**src/rtl/gpio_port_regs.sv**
```systemverilog
module gpio_port_regs #(
  parameter int AW = 8,
  parameter int DW = 8,
  parameter int CW = 4
) (
  input  logic          clk,
  input  logic          rst_n,
  input  logic [AW-1:0] bus_addr,
  input  logic [DW-1:0] bus_wdata,
  input  logic          bus_we,
  input  logic          bus_re,
  output logic [DW-1:0] bus_rdata,
  input  logic [DW-1:0] pa_in,
  output logic [DW-1:0] pa_oe,
  output logic [DW-1:0] pa_out,
  output logic [DW-1:0] pa_pu,
  input  logic [DW-1:0] pb_in,
  output logic [DW-1:0] pb_oe,
  output logic [DW-1:0] pb_out,
  output logic [DW-1:0] pb_pu,
  input  logic [CW-1:0] pc_in,
  output logic [CW-1:0] pc_oe,
  output logic [CW-1:0] pc_out,
  output logic [CW-1:0] pc_pu,
  output logic          irq_req
);
  localparam int SW = 2*DW + CW;
  localparam logic [AW-1:0] A_DAT_A = AW'('h00);
  localparam logic [AW-1:0] A_DAT_B = AW'('h01);
  localparam logic [AW-1:0] A_DAT_C = AW'('h02);
  localparam logic [AW-1:0] A_DIR_A = AW'('h04);
  localparam logic [AW-1:0] A_DIR_B = AW'('h05);
  localparam logic [AW-1:0] A_DIR_C = AW'('h06);
  localparam logic [AW-1:0] A_PU_A  = AW'('h10);
  localparam logic [AW-1:0] A_PU_B  = AW'('h11);
  localparam logic [AW-1:0] A_PU_C  = AW'('h12);
  localparam logic [AW-1:0] A_CTL   = AW'('h13);

  logic [DW-1:0] lat_a, lat_b, dir_a, dir_b, pu_a, pu_b;
  logic [CW-1:0] lat_c, dir_c, pu_c;
  logic          od_en, irq_en;
  logic [SW-1:0] meta, sync;
  logic          c3_d;

  wire [DW-1:0] sa = sync[DW-1:0];
  wire [DW-1:0] sb = sync[2*DW-1:DW];
  wire [CW-1:0] sc = sync[SW-1:2*DW];
  wire          c3 = sc[CW-1];

  always_ff @(posedge clk) begin
    if (!rst_n) begin
      lat_a <= '0; lat_b <= '0; lat_c <= '0;
      dir_a <= '0; dir_b <= '0; dir_c <= '0;
      pu_a  <= '0; pu_b  <= '0; pu_c  <= '0;
      od_en <= 1'b0; irq_en <= 1'b0;
    end else if (bus_we) begin
      case (bus_addr)
        A_DAT_A: lat_a <= bus_wdata;
        A_DAT_B: lat_b <= bus_wdata;
        A_DAT_C: lat_c <= bus_wdata[CW-1:0];
        A_DIR_A: dir_a <= bus_wdata;
        A_DIR_B: dir_b <= bus_wdata;
        A_DIR_C: dir_c <= bus_wdata[CW-1:0];
        A_PU_A:  pu_a  <= bus_wdata;
        A_PU_B:  pu_b  <= bus_wdata;
        A_PU_C:  pu_c  <= bus_wdata[CW-1:0];
        A_CTL: begin
          od_en  <= bus_wdata[0];
          irq_en <= bus_wdata[1];
        end
        default: ;
      endcase
    end
  end

  always_ff @(posedge clk) begin
    if (!rst_n) begin
      meta    <= '0;
      sync    <= '0;
      c3_d    <= 1'b0;
      irq_req <= 1'b0;
    end else begin
      meta    <= {pc_in, pb_in, pa_in};
      sync    <= meta;
      c3_d    <= c3;
      irq_req <= irq_en & c3_d & ~c3;
    end
  end

  always_comb begin
    bus_rdata = '0;
    if (bus_re) begin
      case (bus_addr)
        A_DAT_A: bus_rdata = (dir_a & lat_a) | (~dir_a & sa);
        A_DAT_B: bus_rdata = (dir_b & lat_b) | (~dir_b & sb);
        A_DAT_C: bus_rdata[CW-1:0] = (dir_c & lat_c) | (~dir_c & sc);
        A_DIR_A: bus_rdata = dir_a;
        A_DIR_B: bus_rdata = dir_b;
        A_DIR_C: bus_rdata[CW-1:0] = dir_c;
        A_PU_A:  bus_rdata = pu_a;
        A_PU_B:  bus_rdata = pu_b;
        A_PU_C:  bus_rdata[CW-1:0] = pu_c;
        A_CTL:   bus_rdata[1:0] = {irq_en, od_en};
        default: ;
      endcase
    end
  end

  assign pa_oe  = dir_a;
  assign pa_out = lat_a;
  assign pa_pu  = pu_a;
  assign pb_oe  = dir_b;
  assign pb_out = lat_b;
  assign pb_pu  = pu_b;
  assign pc_oe  = {dir_c[CW-1] & ~(od_en & lat_c[CW-1]), dir_c[CW-2:0]};
  assign pc_out = {lat_c[CW-1] & ~od_en, lat_c[CW-2:0]};
  assign pc_pu  = pu_c;
endmodule

```
**config.mk**
```make
export PLATFORM = sky130hd
export DESIGN_NAME = gpio_port_regs
export DESIGN_NICKNAME = d
export VERILOG_FILES = /design/src/rtl/gpio_port_regs.sv
export SDC_FILE = /design/constraint.sdc
export NUM_CORES = 1
export LEC_CHECK = 0
export CAP_MARGIN = 10
export CELL_PAD_IN_SITES_DETAIL_PLACEMENT = 1
export CELL_PAD_IN_SITES_GLOBAL_PLACEMENT = 1
export CORE_ASPECT_RATIO = 1.25
export CORE_MARGIN = 5
export CORE_UTILIZATION = 41
export CTS_CLUSTER_SIZE = 24
export DETAILED_ROUTE_END_ITERATION = 8
export PLACE_DENSITY = 0.86
export SETUP_SLACK_MARGIN = 0.4
export SYNTH_ARGS = -nofsm -noshare
export SYNTH_HDL_FRONTEND = slang
export SYNTH_SLANG_ARGS = --single-unit
```
**constraint.sdc**
```tcl
create_clock -name clk -period 5.9 [get_ports clk]
set_clock_uncertainty 0.05 [all_clocks]
set_input_delay 1.18 -clock clk [delete_from_list [all_inputs] [get_ports clk]]
set_output_delay 1.18 -clock clk [all_outputs]
set_load 0.005 [all_outputs]
```
==> metrics.cfg <==
[sta]
clock.fmax_mhz=191
final.min_clock_period_ps=5240
worst_pin_slew_ps=770
relSlewSlack_pct=48.7
fin_tns_setup_ps=0
setup_viol=0
hold_viol_final=0
slew_viol_final=0
rsz0062_at_grt=false
post-route-period-util_pct=88.7

[synthesis]
synth_top_area_share_pct=45.8
synth_seq_cells=104
synth.distinct_cells=50
synth_cells=454
synth_adder_area_share_pct=0
synth_top_family_by_area=simple AND/OR/NAND/NOR gates
synthMuxAreaShare_pct=15.5
ys.flop_type=dfxtp_1
async_flop_share_pct=0
yosysTopAreaCell=dfxtp_1
yosys.area_share.simple_pct=24.6
synth_compound_area_share_pct=9.69
synth_enable_flop_cells=0
synth_fp_nets=494
synth.area.top_cells=dfxtp_1 46%, mux2i_1 15%, nor2b_1 8.0%
ys_seq_area_share_pct=45.8
syn-cell-area_um2=4540
yosys_warnings=0
avgSynthCellArea_um2=10.0
synth-xor-area-share_pct=0

[route]
ant_nets=0
num_vias=3656
drt-total-wl_um=13900
drt_iter0_markers=180
wl_per_cell_um=20.4
vias_per_cell=5.36
drtPass1Iterations=4
drc=0

[placed_design]
place_inst=666
portBuffers=108
dp_hpwl_um=10200
placed_area_um2=5670
gp_congestion=0.903

[final_layout]
finish.instance_area_um2=5960
num-nets-final=582
area.growth.synth_to_final_pct=31.2
final_common_cell=clkdlybuf4s50_1
fin_util_pct=54.3
antenna_cells=0
drive_gt1_share_pct=6.95
layoutNonFillerInstCount=682
final_cell_mix=107 x clkdlybuf4s50_1, 104 x dfxtp_1, 68 x mux2i_1

[setup_path]
rrSetupSlack_ps=5090
required_ps=4670
reg2reg_from=pb_out[3]$_SDFFE_PN0P_
worstRegToRegCells=2
r2r-end=pb_out[3]$_SDFFE_PN0P_
worstPathArrival_ps=4010
critical_path_class=in2out
setup.worst_path.start=bus_addr[0]
worst_setup_path_end_kind=primary output
worstSetupStartpointType=input port
path_max_fanout=10

[pwr]
vdd_drop_max_v=0.000117
p_leak_nw=2.11
powerDensity_nw_per_um2=235

[clock_tree]
cts_hold_buffers=0
cts-root-buf=clkbuf_16
clock_latency_ps=340
cts_setup_buffers=0
cts_tree=done
htree_levels=3
cts_buffer_depth=2
cts_resized=0
cts_buffers=9
path_clk_slew_ps=70
clkSinkCount=104

[worst_hold_path]
holdCritStartpoint=meta[18]$_SDFF_PN0_
min_to=sync[18]$_SDFF_PN0_
hp-class=reg2reg
holdPathStages=1

[floorplanning]
start_util_pct=41.4
die_y_um=128
core-area_um2=11000
die_w_um=104
num_rows=43
die-area_um2=13300
io_pins=109

[run_status]
status=completed

[global_routing]
grt-ovfl-total=0
track_usage_pct=20.5
grt_max_degree=105
grt_pass1_wl_um=21600
grt_pass1_vias=3778
antenna_found_initial=0

[flow_run]
maxCapViolations=0

==> state kept, by name, summed over array words and instances (netlist names) <==
name,cells
lat_c,4
pc_pu,4
pa_oe,8
irq_en,1
c3_d,1
meta,20
irq_req,1
sync,20
dir_c,4
pa_pu,8
pb_out,8
pb_oe,8
pa_out,8
pb_pu,8
od_en,1
==> synth_stat cells, types with 3 or more instances <==
master,instances
a21boi_0,13
a21oi_1,3
a22oi_1,5
a31oi_1,5
a32o_1,3
a32oi_1,4
and2_1,42
and3_1,5
buf_2,5
buf_4,7
clkbuf_1,27
dfxtp_1,104
inv_1,5
mux2i_1,68
nand2_1,20
nand2b_1,4
nand4_1,3
nor2_1,8
nor2b_1,58
nor3_1,3
nor4_1,3
o21ai_0,11
o32ai_1,4
or3_1,4
or3b_2,4
or4b_1,3
==> final cells by class <==
type	instances	area, um2
clock buffers	10	229
clock inverters	6	62.6
fillers	1195	5010
flip-flops and latches	104	2080
inverters	5	18.8
multi-input cells	306	2260
well taps	135	169
repair buffers	116	1140
==> kinds of logic (layout without fill, tap and decap cells) <==
| kind of cell | Yosys count | count (layout) |
|---|---|---|
| flops | 104 | 104 |
| simple gates | 175 | 175 |
| buf+inv | 44 | 137 |
| compound gates | 61 | 61 |
| mux | 70 | 70 |
==> worst max-delay path by stage <==
stage	endpoint	cells after the start
floorplan	bus_rdata[5]	5
global placement	bus_rdata[7]	7
detailed placement	bus_rdata[6]	6
CTS	bus_rdata[6]	6
global route	bus_rdata[6]	7
finish	bus_rdata[6]	6
==> through the flow <==
| step | hold WS, ps | worst slack (ps) | power (mW) |
|---|---|---|---|
| final | 387 | 664 | 1.40 |
| after global routing | 403 | 526 | 1.45 |
| after CTS | 390 | 676 | 1.41 |
| after detailed placement | 370 | 668 | 0.834 |
| after global placement | 365 | 803 | 0.831 |
| after floorplan | 362 | 2200 | 0.783 |
==> critical path, cell delays in order <==
cell and delay, ps:
clkdlybuf4s50_1 600, or4_1 730, nor3_1 520, a22oi_1 160
a21boi_0 260, clkdlybuf4s50_1 550
==> report_power, final <==
part,leakage (nW),internal [mW],total [mW],switching [mW]
clock,0.142,0.298,0.585,0.287
sequential,0.846,0.715,0.719,0.00474
combinational,1.12,0.0481,0.0987,0.0506
==> routing by layer <==
| layer | vias up | global-route usage, % | part of all wire (%) |
|---|---|---|---|
| met5 | - | 0 | 0 |
| met4 | 0 | 5.26 | 1.2 |
| met3 | 10 | 3.68 | 3.6 |
| met2 | 80 | 36.9 | 52 |
| met1 | 1808 | 25.4 | 43 |
| li1 | 1758 | - | - |
(Power assumes the default switching activity.)
